===== src/rtl/dma_irq_pkg.sv =====
package dma_irq_pkg;
  localparam int unsigned DATA_W = 32;
  localparam int unsigned ADDR_W = 3;

  typedef enum logic [ADDR_W-1:0] {
    WORD_STATUS = 3'd0,
    WORD_FLAGS  = 3'd1,
    WORD_ENABLE = 3'd2,
    WORD_DISABLE= 3'd3,
    WORD_MASK   = 3'd4
  } word_e;

  localparam int unsigned DONE_BIT = 1;
endpackage


===== src/rtl/dma_evt_flags.sv =====
module dma_evt_flags #(
  parameter int unsigned N = 8
) (
  input  logic         clk_i,
  input  logic         rst_ni,
  input  logic [N-1:0] set_i,
  input  logic [N-1:0] clr_i,
  output logic [N-1:0] flag_o
);
  for (genvar i = 0; i < N; i++) begin : g_flag
    logic q;
    // set wins over clear
    always_ff @(posedge clk_i or negedge rst_ni) begin
      if (!rst_ni) q <= 1'b0;
      else if (set_i[i]) q <= 1'b1;
      else if (clr_i[i]) q <= 1'b0;
    end
    assign flag_o[i] = q;
  end
endmodule


===== src/rtl/dma_irq_mask.sv =====
module dma_irq_mask #(
  parameter int unsigned N = 8
) (
  input  logic         clk_i,
  input  logic         rst_ni,
  input  logic [N-1:0] unmask_i,
  input  logic [N-1:0] mask_i,
  output logic [N-1:0] mask_o
);
  logic [N-1:0] mask_q;
  always_ff @(posedge clk_i or negedge rst_ni) begin
    if (!rst_ni) mask_q <= '1;
    else         mask_q <= (mask_q & ~unmask_i) | mask_i;
  end
  assign mask_o = mask_q;
endmodule


===== src/rtl/dma_done_cnt.sv =====
module dma_done_cnt #(
  parameter int unsigned W = 3
) (
  input  logic         clk_i,
  input  logic         rst_ni,
  input  logic         inc_i,
  input  logic         dec_i,
  input  logic [W-1:0] clr_i,
  output logic [W-1:0] cnt_o
);
  logic [W-1:0] cnt_q, base, cnt_d;

  always_comb begin
    base  = cnt_q & ~clr_i;
    cnt_d = base;
    if (inc_i && !dec_i)      cnt_d = base + W'(1);
    else if (dec_i && !inc_i) cnt_d = base - W'(1);
  end

  always_ff @(posedge clk_i or negedge rst_ni) begin
    if (!rst_ni) cnt_q <= '0;
    else         cnt_q <= cnt_d;
  end
  assign cnt_o = cnt_q;
endmodule


===== src/rtl/dma_irq_regs.sv =====
module dma_irq_regs
  import dma_irq_pkg::*;
#(
  parameter int unsigned N_EVT   = 8,
  parameter int unsigned CNT_W   = 3,
  parameter int unsigned FIFO_W  = 8,
  parameter int unsigned OUTST_W = 4
) (
  input  logic                clk_i,
  input  logic                rst_ni,
  input  logic                req_i,
  input  logic                we_i,
  input  logic [ADDR_W-1:0]   addr_i,
  input  logic [DATA_W-1:0]   wdata_i,
  output logic [DATA_W-1:0]   rdata_o,
  input  logic [N_EVT-1:0]    evt_i,
  input  logic                busy_i,
  input  logic [FIFO_W-1:0]   fifo_level_i,
  input  logic [OUTST_W-1:0]  outstanding_i,
  output logic                irq_o
);
  localparam int unsigned OUTST_LSB = 1;
  localparam int unsigned FIFO_LSB  = OUTST_LSB + OUTST_W;
  localparam int unsigned CNT_LSB   = FIFO_LSB + FIFO_W;
  localparam int unsigned CNT_MSB   = CNT_LSB + CNT_W - 1;

  logic wr;
  logic wr_status, wr_flags, wr_en, wr_dis;
  logic [N_EVT-1:0] flag_q, mask_q, flag_clr;
  logic [CNT_W-1:0] cnt_q, cnt_clr;
  logic done_dec;

  assign wr        = req_i & we_i;
  assign wr_status = wr && (addr_i == WORD_STATUS);
  assign wr_flags  = wr && (addr_i == WORD_FLAGS);
  assign wr_en     = wr && (addr_i == WORD_ENABLE);
  assign wr_dis    = wr && (addr_i == WORD_DISABLE);

  assign flag_clr = wr_flags ? wdata_i[N_EVT-1:0] : '0;
  assign cnt_clr  = wr_status ? wdata_i[CNT_MSB:CNT_LSB] : '0;
  assign done_dec = flag_clr[DONE_BIT] & flag_q[DONE_BIT];

  dma_evt_flags #(.N(N_EVT)) u_flags (
    .clk_i, .rst_ni,
    .set_i  (evt_i),
    .clr_i  (flag_clr),
    .flag_o (flag_q)
  );

  dma_irq_mask #(.N(N_EVT)) u_mask (
    .clk_i, .rst_ni,
    .unmask_i (wr_en  ? wdata_i[N_EVT-1:0] : '0),
    .mask_i   (wr_dis ? wdata_i[N_EVT-1:0] : '0),
    .mask_o   (mask_q)
  );

  dma_done_cnt #(.W(CNT_W)) u_cnt (
    .clk_i, .rst_ni,
    .inc_i (evt_i[DONE_BIT]),
    .dec_i (done_dec),
    .clr_i (cnt_clr),
    .cnt_o (cnt_q)
  );

  assign irq_o = |(flag_q & ~mask_q);

  always_comb begin
    rdata_o = '0;
    unique case (addr_i)
      WORD_STATUS: begin
        rdata_o[0]                     = busy_i;
        rdata_o[FIFO_LSB-1:OUTST_LSB]  = outstanding_i;
        rdata_o[CNT_LSB-1:FIFO_LSB]    = fifo_level_i;
        rdata_o[CNT_MSB:CNT_LSB]       = cnt_q;
      end
      WORD_FLAGS: rdata_o[N_EVT-1:0] = flag_q;
      WORD_MASK:  rdata_o[N_EVT-1:0] = mask_q;
      default:    rdata_o = '0;
    endcase
  end

  logic unused_wdata;
  assign unused_wdata = ^{wdata_i[DATA_W-1:CNT_MSB+1], wdata_i[CNT_LSB-1:N_EVT]};
endmodule


===== config.mk =====
export PLATFORM = sky130hd
export DESIGN_NAME = dma_irq_regs
export DESIGN_NICKNAME = d
export VERILOG_FILES = /design/src/rtl/dma_irq_pkg.sv /design/src/rtl/dma_evt_flags.sv /design/src/rtl/dma_irq_mask.sv /design/src/rtl/dma_done_cnt.sv /design/src/rtl/dma_irq_regs.sv
export SDC_FILE = /design/constraint.sdc
export NUM_CORES = 1
export LEC_CHECK = 0
export ABC_AREA = 1
export CAP_MARGIN = 40
export CORE_UTILIZATION = 35
export CTS_CLUSTER_DIAMETER = 40
export DETAILED_ROUTE_END_ITERATION = 8
export PLACE_DENSITY = 0.9
export SLEW_MARGIN = 20
export SYNTH_ARGS = -nofsm -noshare
export SYNTH_HDL_FRONTEND = slang
export SYNTH_SLANG_ARGS = --single-unit

===== constraint.sdc =====
create_clock -name clk_i -period 1.55 [get_ports clk_i]
set_input_delay 0.31 -clock clk_i [delete_from_list [all_inputs] [get_ports clk_i]]
set_output_delay 0.31 -clock clk_i [all_outputs]
set_load 0.01 [all_outputs]

==> results.json <==
{
  "die_h_um": 64.1,
  "power_density_nw_per_um2": 741,
  "syn2layout_area_growth_pct": 59.8,
  "r2r_start": "u_cnt.cnt_o[0]",
  "setup_violations": 0,
  "clock_sinks": 19,
  "path_clk_slew_ns": 0.08,
  "io_buffer_count": 55,
  "max_stage_delay_ns": 0.14,
  "yosysSeqAreaShare": 0.360,
  "cp-end-kind": "primary output",
  "cp.depth": 9,
  "yosysWarningCount": 0,
  "nets": 330,
  "yosys-top-cells-count": "inv_1 (34), nand2_1 (34), nor2_1 (19)",
  "antenna_cells": 0,
  "endpoint": "rdata_o[1]",
  "maxCapViolCount": 0,
  "viasPerCell": 4.63,
  "r2r_end": "u_cnt.cnt_o[1]",
  "clock_latency_ns": 0.26,
  "vdd_drop_max_uv": 650,
  "antenna_found_initial": 0,
  "final_layout_size_suffix_gt1_frac": 0.311,
  "crit_start": "addr_i[0]",
  "avgSynthCellArea_um2": 7.36,
  "routedWlPerCell_um": 11.7,
  "core_um2": 3690,
  "pwr-share-clk": 0.228,
  "grt_max_degree": 20,
  "syn_area_um2": 1350,
  "combPwrFrac": 0.356,
  "fin_worst_skew_ns": 0.000870,
  "yosysTopAreaCell": "dfrtp_1",
  "rsz0062_at_grt": "true",
  "worstPathArrival_ns": 1.20,
  "fp-row-count": 22,
  "synth-seq-cells": 19,
  "grtUsageTotal": 0.189,
  "cp.required_ns": 1.24,
  "multiInputGateArea_um2": 718,
  "p_leak_nw": 1.16,
  "criticalPathCategory": "in -> out",
  "regToRegSetupSlack_ns": 0.35,
  "cts_buffer_depth": 2,
  "worst_path_max_delay_cell": "buf_2",
  "grt.overflow.total": 0,
  "crit_path_max_fanout": 3,
  "first_global_vias": 1379,
  "cpMostUsedCell": "buf_4",
  "fmax_mhz": 664,
  "io_pins": 93,
  "synth_async_sr_flop_share": 1.00,
  "place_hpwl_um": 2700,
  "synth_enable_flop_cells": 0,
  "routed_wirelength_um": 3690,
  "r2r_cells": 7,
  "cts_tree": "done",
  "holdWs_ns": 0.377,
  "drv_slew": 0,
  "synth_cells": 183,
  "ant_nets": 0,
  "yosysTopAreaCellShare": 0.204,
  "floorplan.initialDensity": 0.365,
  "grt_pass1_wl_um": 5990,
  "hold_class": "in -> async",
  "pwr-share-seq": 0.416,
  "fin_crit_ns": 1.51,
  "cts_max_level": 1,
  "ff_latch_area_um2": 485,
  "synth_cell_types": 23,
  "drc": 0,
  "status": "finished, final reports clean",
  "p_int_w": 0.00108,
  "cp.buffers_inverters": 5,
  "startpoint_type": "input pin",
  "cts_buffers": 3,
  "fin_crit_sh": 0.972,
  "die_area_um2": 4100,
  "routabilityCongestion": 0.791,
  "synth_area_leaders": "dfrtp_1 (20%), dfstp_2 (16%), inv_1 (9.5%), nand2_1 (9.5%), buf_4 (8.9%)",
  "dominantRegCellSynth": "dfrtp_1",
  "cts_root_buf": "clkbuf_8",
  "nFillCells": 331,
  "crit_chain": "buf_4 > nor2_4 > buf_4 > nand2_1 > inv_2 > buf_4 > nand2_1 > nand3_1 > buf_2",
  "drtIter0Drc": 46,
  "die_w_um": 64.1,
  "swShare": 0.325,
  "drt_first_pass_iters": 4,
  "cp_top_family": "buffers and inverters",
  "hold_viol_final": 0,
  "ctsHoldBuffers": 0,
  "vias": 1460,
  "p_sw_w": 0.000518,
  "fin_util": 0.584
}
power groups by stage:
| stage | registers (W) | clock network, W | logic, W |
|---|---|---|---|
| after floorplan | 0.000652 | 0 | 0.000305 |
| after global placement | 0.000665 | 0 | 0.000489 |
| after global routing | 0.000676 | 0.000390 | 0.000626 |
| final | 0.000663 | 0.000364 | 0.000568 |
| after CTS | 0.000658 | 0.000372 | 0.000531 |
| after detailed placement | 0.000666 | 0 | 0.000510 |
worst min path at each step:
stage	from	endpoint	slack [ns]
final	rst_ni	u_flags.g_flag[1].q	0.38
after global routing	rst_ni	u_flags.g_flag[4].q	0.40
after CTS	rst_ni	u_flags.g_flag[2].q	0.38
after detailed placement	u_mask.mask_o[6]	u_mask.mask_o[6]	0.50
after global placement	u_mask.mask_o[5]	u_mask.mask_o[5]	0.49
after floorplan	rst_ni	u_cnt.cnt_o[0]	0.01
cell type report:
cell class / count / share of cell area
clock inverter: 1 / 0.00349
multi-input combinational: 128 / 0.334
clock buffer: 3 / 0.0192
inverter: 35 / 0.0622
timing repair buffer: 81 / 0.328
sequential: 19 / 0.225
tap: 48 / 0.0279
what timing repair did:
item                                    in CTS  in global routing
endpoints found under the setup margin      19                 15
gates resized for setup                     94                 15
buffers inserted                             4                  3
pin swaps                                    8                 12
gates cloned                                 1                  0
placed cells by master, fill, tap and decap left out:
cell and instances:
buf_16 1, nand4_2 1, nand3_2 2, ha_1 1, ha_4 1, nand4_1 2, inv_2 5, inv_1 29
buf_6 7, nor2_2 3, a21oi_1 1, nor2_1 16, buf_4 18, nand3_1 15, clkdlybuf4s50_1 33, inv_4 1
nand2_2 3, clkbuf_8 3, a21oi_4 2, o21ai_0 17, dfrtp_1 11, conb_1 16, o22ai_2 2, buf_2 19
nand2_8 1, o22ai_1 2, dlymetal6s2s_1 2, o21bai_1 7, nand2_1 32, nor3_4 1, buf_8 1, dfstp_2 8
nor2_4 3, clkinvlp_4 1
flip-flops by register name (all words and copies together), names as in the netlist:
name,count
u_flags.g_flag.q,8
u_mask.mask_o,8
u_cnt.cnt_o,3
stage by stage:
stage                     std cells  setup WS [ns]  power (W)  cell area (µm²)  TNS (ns)
final                           315         0.0430    0.00160             2150         0
after global routing            315        -0.0264    0.00169             2150   -0.0758
after CTS                       312         0.0209    0.00156             2090         0
after detailed placement        303         -0.746    0.00118             2030    -14.74
after global placement          303         -0.728    0.00115             2030    -13.79
after floorplan                 198          0.129   0.000958             1400         0
per-layer routing:
layer  global-route usage  vias up  wire [µm]
li1                     -      714          -
met1                0.215      679       1440
met2                0.350       61       1970
met3               0.0196        6        209
met4               0.0881        0         68
met5                    0        -          0
kinds of logic after synthesis:
group	count (synthesis)	share of synthesized area
AOI/OAI and AO/OA	31	0.149
adders and majority gates	2	0.0186
buffers and inverters	51	0.187
DFF	19	0.360
other	1	0.00278
and+or+nand+nor	79	0.283
Note: power is estimated with default switching activity, not from simulation.
